File: src/rtl/fifo_occ_pkg.sv
package fifo_occ_pkg;
    typedef enum logic [2:0] {
        PS_EMPTY = 3'd0,
        PS_FILL  = 3'd1,
        PS_QTR   = 3'd2,
        PS_HALF  = 3'd3,
        PS_FULL  = 3'd4,
        PS_TAIL  = 3'd5
    } post_state_e;
endpackage

File: src/rtl/occ_pre_track.sv
module occ_pre_track #(
    parameter int DEPTH = 16,
    parameter int CW    = $clog2(DEPTH) + 1
) (
    input  logic          clk,
    input  logic          rst_n,
    input  logic          clr,
    input  logic          wr,
    input  logic          rd,
    output logic [CW-1:0] cnt,
    output logic          full,
    output logic          half,
    output logic          empty
);
    localparam logic [CW-1:0] TOP  = CW'(DEPTH);
    localparam logic [CW-1:0] MID  = CW'(DEPTH / 2);

    logic inc, dec;

    always_comb begin
        inc = wr && !rd && (cnt != TOP);
        dec = rd && !wr && (cnt != '0);
    end

    always_ff @(posedge clk or negedge rst_n) begin
        if (!rst_n)
            cnt <= '0;
        else if (clr)
            cnt <= '0;
        else if (inc)
            cnt <= cnt + 1'b1;
        else if (dec)
            cnt <= cnt - 1'b1;
    end

    always_comb begin
        full  = (cnt == TOP);
        half  = (cnt >= MID);
        empty = (cnt == '0);
    end


    pre_no_overflow_chk: assert property (@(posedge clk) disable iff (!rst_n)
        cnt <= TOP);


    pre_hold_chk: assert property (@(posedge clk) disable iff (!rst_n)
        (wr && rd && !clr) |=> $stable(cnt));
endmodule

File: src/rtl/occ_post_track.sv
module occ_post_track
    import fifo_occ_pkg::*;
#(
    parameter int DEPTH = 1024,
    parameter int BW    = 8,
    parameter int CW    = $clog2(DEPTH) + 1
) (
    input  logic          clk,
    input  logic          rst_n,
    input  logic          clr,
    input  logic          wr,
    input  logic          rd,
    output logic [CW-1:0] cnt,
    output logic          qtr,
    output logic          half,
    output logic          full,
    output logic          empty
);
    localparam logic [CW-1:0] TOP = CW'(DEPTH);
    localparam logic [CW-1:0] MID = CW'(DEPTH / 2);

    post_state_e   state, state_nxt;
    logic          inc, dec, wrap;
    logic [CW-1:0] cnt_nxt;

    always_comb begin
        inc     = wr && !rd && (cnt != TOP);
        dec     = rd && !wr && (cnt != '0);
        wrap    = inc && (cnt[BW-1:0] == {BW{1'b1}});
        cnt_nxt = inc ? cnt + 1'b1 : (dec ? cnt - 1'b1 : cnt);
    end

    always_comb begin
        state_nxt = state;
        unique case (state)
            PS_EMPTY: if (inc) state_nxt = PS_FILL;
            PS_FILL, PS_TAIL: begin
                if (cnt_nxt == '0)       state_nxt = PS_EMPTY;
                else if (cnt_nxt >= MID) state_nxt = PS_HALF;
                else if (wrap)           state_nxt = PS_QTR;
            end
            PS_QTR: begin
                if (cnt_nxt == '0)       state_nxt = PS_EMPTY;
                else if (cnt_nxt >= MID) state_nxt = PS_HALF;
            end
            PS_HALF: begin
                if (cnt_nxt == TOP)      state_nxt = PS_FULL;
                else if (cnt_nxt < MID)  state_nxt = PS_TAIL;
            end
            PS_FULL: if (dec) state_nxt = PS_HALF;
            default: state_nxt = PS_EMPTY;
        endcase
    end

    always_ff @(posedge clk or negedge rst_n) begin
        if (!rst_n) begin
            state <= PS_EMPTY;
            cnt   <= '0;
        end else if (clr) begin
            state <= PS_EMPTY;
            cnt   <= '0;
        end else begin
            state <= state_nxt;
            cnt   <= cnt_nxt;
        end
    end

    always_comb begin
        qtr   = (state == PS_QTR);
        half  = (state == PS_HALF) || (state == PS_FULL);
        full  = (state == PS_FULL);
        empty = (state == PS_EMPTY);
    end


    post_no_overflow_chk: assert property (@(posedge clk) disable iff (!rst_n)
        cnt <= TOP);


    post_full_cnt_chk: assert property (@(posedge clk) disable iff (!rst_n)
        full |-> (cnt == TOP));


    post_empty_cnt_chk: assert property (@(posedge clk) disable iff (!rst_n)
        empty |-> (cnt == '0));


    qtr_below_half_chk: assert property (@(posedge clk) disable iff (!rst_n)
        qtr |-> (cnt < MID) && (cnt != '0));
endmodule

File: src/rtl/occ_irq_mask.sv
module occ_irq_mask #(
    parameter int VW = 16
) (
    input  logic          pre_full,
    input  logic          pre_half,
    input  logic          post_full,
    input  logic          ie_pre_full,
    input  logic          ie_pre_half,
    input  logic          ie_post_full,
    input  logic [VW-1:0] vector,
    output logic          irq,
    output logic [VW-1:0] irq_vector
);
    always_comb begin
        irq        = (ie_pre_full && pre_full) || (ie_pre_half && pre_half)
                   || (ie_post_full && post_full);
        irq_vector = irq ? vector : '0;
    end
endmodule

File: src/rtl/fifo_occ_irq.sv
module fifo_occ_irq #(
    parameter int PRE_DEPTH  = 16,
    parameter int POST_DEPTH = 1024,
    parameter int BW         = 8,
    parameter int VW         = 16
) (
    input  logic            clk,
    input  logic            rst_n,
    input  logic            clr,
    input  logic            pre_wr,
    input  logic            pre_rd,
    input  logic            post_wr,
    input  logic            post_rd,
    input  logic            ie_pre_full,
    input  logic            ie_pre_half,
    input  logic            ie_post_full,
    input  logic [VW-1:0]   vector,
    output logic [2*BW-1:0] fill_word,
    output logic            pre_full,
    output logic            pre_half,
    output logic            pre_empty,
    output logic            post_qtr,
    output logic            post_half,
    output logic            post_full,
    output logic            post_empty,
    output logic            irq,
    output logic [VW-1:0]   irq_vector
);
    localparam int PRE_CW  = $clog2(PRE_DEPTH) + 1;
    localparam int POST_CW = $clog2(POST_DEPTH) + 1;

    logic [PRE_CW-1:0]  pre_cnt;
    logic [POST_CW-1:0] post_cnt;

    occ_pre_track #(.DEPTH(PRE_DEPTH), .CW(PRE_CW)) u_pre (
        .clk(clk), .rst_n(rst_n), .clr(clr), .wr(pre_wr), .rd(pre_rd),
        .cnt(pre_cnt), .full(pre_full), .half(pre_half), .empty(pre_empty)
    );

    occ_post_track #(.DEPTH(POST_DEPTH), .BW(BW), .CW(POST_CW)) u_post (
        .clk(clk), .rst_n(rst_n), .clr(clr), .wr(post_wr), .rd(post_rd),
        .cnt(post_cnt), .qtr(post_qtr), .half(post_half), .full(post_full),
        .empty(post_empty)
    );

    occ_irq_mask #(.VW(VW)) u_irq (
        .pre_full(pre_full), .pre_half(pre_half), .post_full(post_full),
        .ie_pre_full(ie_pre_full), .ie_pre_half(ie_pre_half),
        .ie_post_full(ie_post_full), .vector(vector),
        .irq(irq), .irq_vector(irq_vector)
    );

    always_comb begin
        fill_word = {post_cnt[BW-1:0], BW'(pre_cnt)};
    end


    clr_empties_chk: assert property (@(posedge clk) disable iff (!rst_n)
        clr |=> (fill_word == '0) && pre_empty && post_empty && !irq);


    irq_source_chk: assert property (@(posedge clk) disable iff (!rst_n)
        irq |-> (pre_full || pre_half || post_full));
endmodule

File: config.mk
export PLATFORM = sky130hd
export DESIGN_NAME = fifo_occ_irq
export DESIGN_NICKNAME = d
export VERILOG_FILES = /design/src/rtl/fifo_occ_pkg.sv /design/src/rtl/occ_pre_track.sv /design/src/rtl/occ_post_track.sv /design/src/rtl/occ_irq_mask.sv /design/src/rtl/fifo_occ_irq.sv
export SDC_FILE = /design/constraint.sdc
export NUM_CORES = 1
export LEC_CHECK = 0
export BUFFER_PORTS_ARGS = -buffer_cell sky130_fd_sc_hd__buf_4
export CORE_MARGIN = 2
export CORE_UTILIZATION = 46
export CTS_CLUSTER_SIZE = 24
export DETAILED_ROUTE_END_ITERATION = 6
export PLACE_DENSITY_LB_ADDON = 0.1
export SYNTH_ARGS = -nofsm -noshare
export SYNTH_HDL_FRONTEND = slang
export SYNTH_HIERARCHICAL = 1
export SYNTH_SLANG_ARGS = --single-unit
File: constraint.sdc
create_clock -name clk -period 2.6 [get_ports clk]
set_input_delay 0.13 -clock clk [delete_from_list [all_inputs] [get_ports clk]]
set_output_delay 0.13 -clock clk [all_outputs]
set_load 0.02 [all_outputs]
==> results.toml <==
[route]
routedWlPerCell_um = 14.56
vias = 2023
drc = 0
avgViaCountPerCell = 5.558
dr.pass1.iters = 4
drtIter0Drc = 143
detail-route-antenna-nets = 0
routed_wl_mm = 5.301

[floorplanning]
fp.coreArea_um2 = 4000
initial_utilization_pct = 48.11
rows = 23
die_area_um2 = 4717
ios = 66
die_h_um = 68.68
die_w_um = 68.68

[place]
io_buffers = 62
globalplace.congestion = 0.8773
placed_cell_area_um2 = 2605
place_ws_ns = -0.06583
dp_hpwl_mm = 4.116

[global_route]
antenna_found_initial = 0
grt_start_max_net_pins = 23
grt_pass1_wl_mm = 8.349
first_global_vias = 1843
grt.overflow.total = 0
grtUsageTotal_pct = 23.23

[timing]
finalSetupViolations = 1
finalCritPeriodShare_pct = 100.3
drv_slew = 0
skew_ns = 0.003753
fin_crit_ns = 2.607
hold_ws_ns = 0.2261
fmax_ghz = 0.3836
rsz0062_at_grt = "yes"
final-hold-violation-count = 0
layout_setup_ws_ns = -0.006894

[pwr]
powerDensity_nw_per_um2 = 908.1
p_leak_nw = 1.338
ir_drop_v = 0.0007660
p_clk_share_pct = 8.0
power_frac_seq_pct = 18.7
netSwitchingPower_w = 0.001147
p_comb_share_pct = 73.3
p_int_w = 0.001352
switching_share_pct = 45.91
power_w = 0.002499

[layout]
multi_input_area_um2 = 1423
diodes = 0
area.sequential_um2 = 479.2
final_area_um2 = 2751
syn_to_final_growth_pct = 42.98
final_util_pct = 68.78
fillCellCount = 339
drive_gt1_share_pct = 42.68
nets = 348

[setup_path]
rr_startpoint = "u_post/cnt[1]$_DFF_PN0_"
path_class = "reg2reg"
cp.arrival_ns = 2.74
critical_path.endpoint_type = "flop"
crit_required_ns = 2.73
critPathLaunchType = "flop"
rrSetupSlack_ns = -0.007
reg2reg_depth = 11
r2r_end = "u_post/state[1]$_DFFE_PN0P_"
worstPathMaxFanout = 6

[synthesis]
yosysSeqAreaShare_pct = 24.71
synthesis.area_um2 = 1924
synth_cell_types = 70
yosysWarnings = 6
synthArstFlopShare_pct = 100.0
ys_ff_latch = 19
ys.flop_type = "dfrtp_1"
syn_area_per_cell_um2 = 8.477
synth_cells = 227
synth_edf_count = 0

[clock_tree]
cts.sink_count = 19
cts_buffers = 3
clockBufferDepth = 2
path_clk_slew_ns = 0.07
cts-root-buf = "clkbuf_8"
cts.htree.levels = 1
insertion_delay_ns = 0.25
cts_tree = "yes"

[flow_run]
cap_violations = 0

[hold_path]
worstHoldPathType = "in2reg"
min_from = "pre_wr"
whs_path_depth = 4
hold_path_end = "u_pre/cnt[4]$_DFFE_PN0P_"

[run_status]
status = "finished, violations left"
violations = "setup timing"
==> Yosys cell counts (2+ instances only) <==
master    number  share of area, %
a211oi_1       3               1.2
a21boi_2       2               1.2
a21o_1         5               2.0
a21oi_1       10               2.6
a21oi_2        2              0.91
a31oi_1        2              0.65
and2_1         2              0.65
and2b_1        7               2.7
and3_1         5               1.6
and4b_1        2               1.0
buf_2          2              0.52
buf_4          4               1.6
buf_6          3               1.8
clkbuf_1       3              0.59
dfrtp_1       19                25
ha_1           6               3.9
inv_1          7               1.4
mux2_2         2               1.2
nand2_1       10               2.0
nand2b_1       7               2.3
nand3_1        8               2.1
nand4_1        5               1.6
nor2_1        21               4.1
nor2b_1       17               5.5
nor3_1         6               1.6
nor3b_1        2              0.78
nor4_1         3              0.98
nor4_4         3               3.3
o211ai_1       2              0.78
o21a_1         2              0.78
o21ai_0        7               1.8
or2_2          4               1.3
xnor2_1        7               3.2
==> placed cells by master, fill, tap and decap left out, types with 4 or more instances in the layout <==
cell type	count
a21oi_1	9
ha_1	5
inv_1	5
dfrtp_1	16
and3_1	5
xnor2_1	7
a21o_1	5
o21ai_1	4
nor3_1	6
nand2b_1	7
o21ai_0	4
nand3_1	7
nor2_1	20
nand4_1	5
or2_2	4
nand2_1	10
and2b_1	7
nor2b_1	17
buf_4	94
==> flip-flops by register name, indices dropped and copies added (netlist names) <==
| register | flops |
|---|---|
| u_post/state | 3 |
| u_post/cnt | 11 |
| u_pre/cnt | 5 |
==> timing repair <==
item / in CTS / in global routing
hold endpoints to repair: 19 / 0
pin swaps: 0 / 4
hold buffers: 1 / 0
buffers inserted: 3 / 0
gates resized for setup: 6 / 11
setup endpoints to repair: 2 / 4
==> worst max-delay path: stages (launching register included) <==
cell	delay (ns)
dfrtp_2	0.41
inv_2	0.08
ha_4	0.15
nor3b_4	0.31
buf_4	0.18
a41o_1	0.20
a21boi_4	0.20
a22o_1	0.17
and3_4	0.22
a21boi_4	0.07
nand2b_4	0.17
a221o_1	0.35
==> worst max-delay path by stage <==
stage / cells past startpoint / to / slack, ns / from
floorplan: 9 / u_post/state[2]$_DFFE_PN0P_ / 0.02 / u_post/cnt[0]$_DFF_PN0_
global placement: 10 / u_post/state[1]$_DFFE_PN0P_ / -0.004 / u_post/cnt[0]$_DFF_PN0_
detailed placement: 10 / u_post/state[2]$_DFFE_PN0P_ / -0.07 / u_post/cnt[1]$_DFF_PN0_
CTS: 9 / u_post/state[2]$_DFFE_PN0P_ / -0.01 / u_post/cnt[0]$_DFF_PN0_
global route: 9 / u_post/state[1]$_DFFE_PN0P_ / -0.16 / u_post/cnt[5]$_DFF_PN0_
finish: 11 / u_post/state[1]$_DFFE_PN0P_ / -0.007 / u_post/cnt[1]$_DFF_PN0_
==> final cells by class <==
cell class / instances / area share [%]
Timing Repair Buffer: 95 / 26.01
Clock buffer: 4 / 1.637
Multi-Input combinational cell: 189 / 51.71
Sequential cell: 19 / 17.42
Tap cell: 50 / 2.274
Inverter: 7 / 0.9550
==> routing by layer <==
metal | up-vias | GRT usage, % | wire, um
met1 | 937 | 29.87 | 2352
met2 | 84 | 40.38 | 2536
li1 | 996 | - | -
met5 | - | 0 | 0
met4 | 0 | 7.000 | 68
met3 | 6 | 2.922 | 344
==> power groups by stage <==
stage / Combinational, W / Sequential (W) / Clock [W]
finish: 0.00183 / 0.000467 / 0.000200
global placement: 0.00171 / 0.000463 / 0
global route: 0.00198 / 0.000480 / 0.000214
detailed placement: 0.00173 / 0.000464 / 0
floorplan: 0.00106 / 0.000519 / 0
CTS: 0.00180 / 0.000460 / 0.000203
==> metrics by stage <==
stage                      TNS (ns)  cells
after floorplan                   0    229
after global placement    -0.005120    356
after detailed placement    -0.1135    356
after CTS                  -0.01840    364
after global routing        -0.2723    364
final                     -0.006894    364
==> logic make-up after synthesis <==
logic type,share of synthesized area (%)
buffers and inverters,6.242
AND/OR/NAND/NOR,37.19
AO/OA/AOI/OAI,21.39
XOR/XNOR,3.641
other,0.1949
multiplexers,1.690
adder cells (fa/ha/maj),4.941
flip-flops,24.71
(Power assumes the default switching activity.)
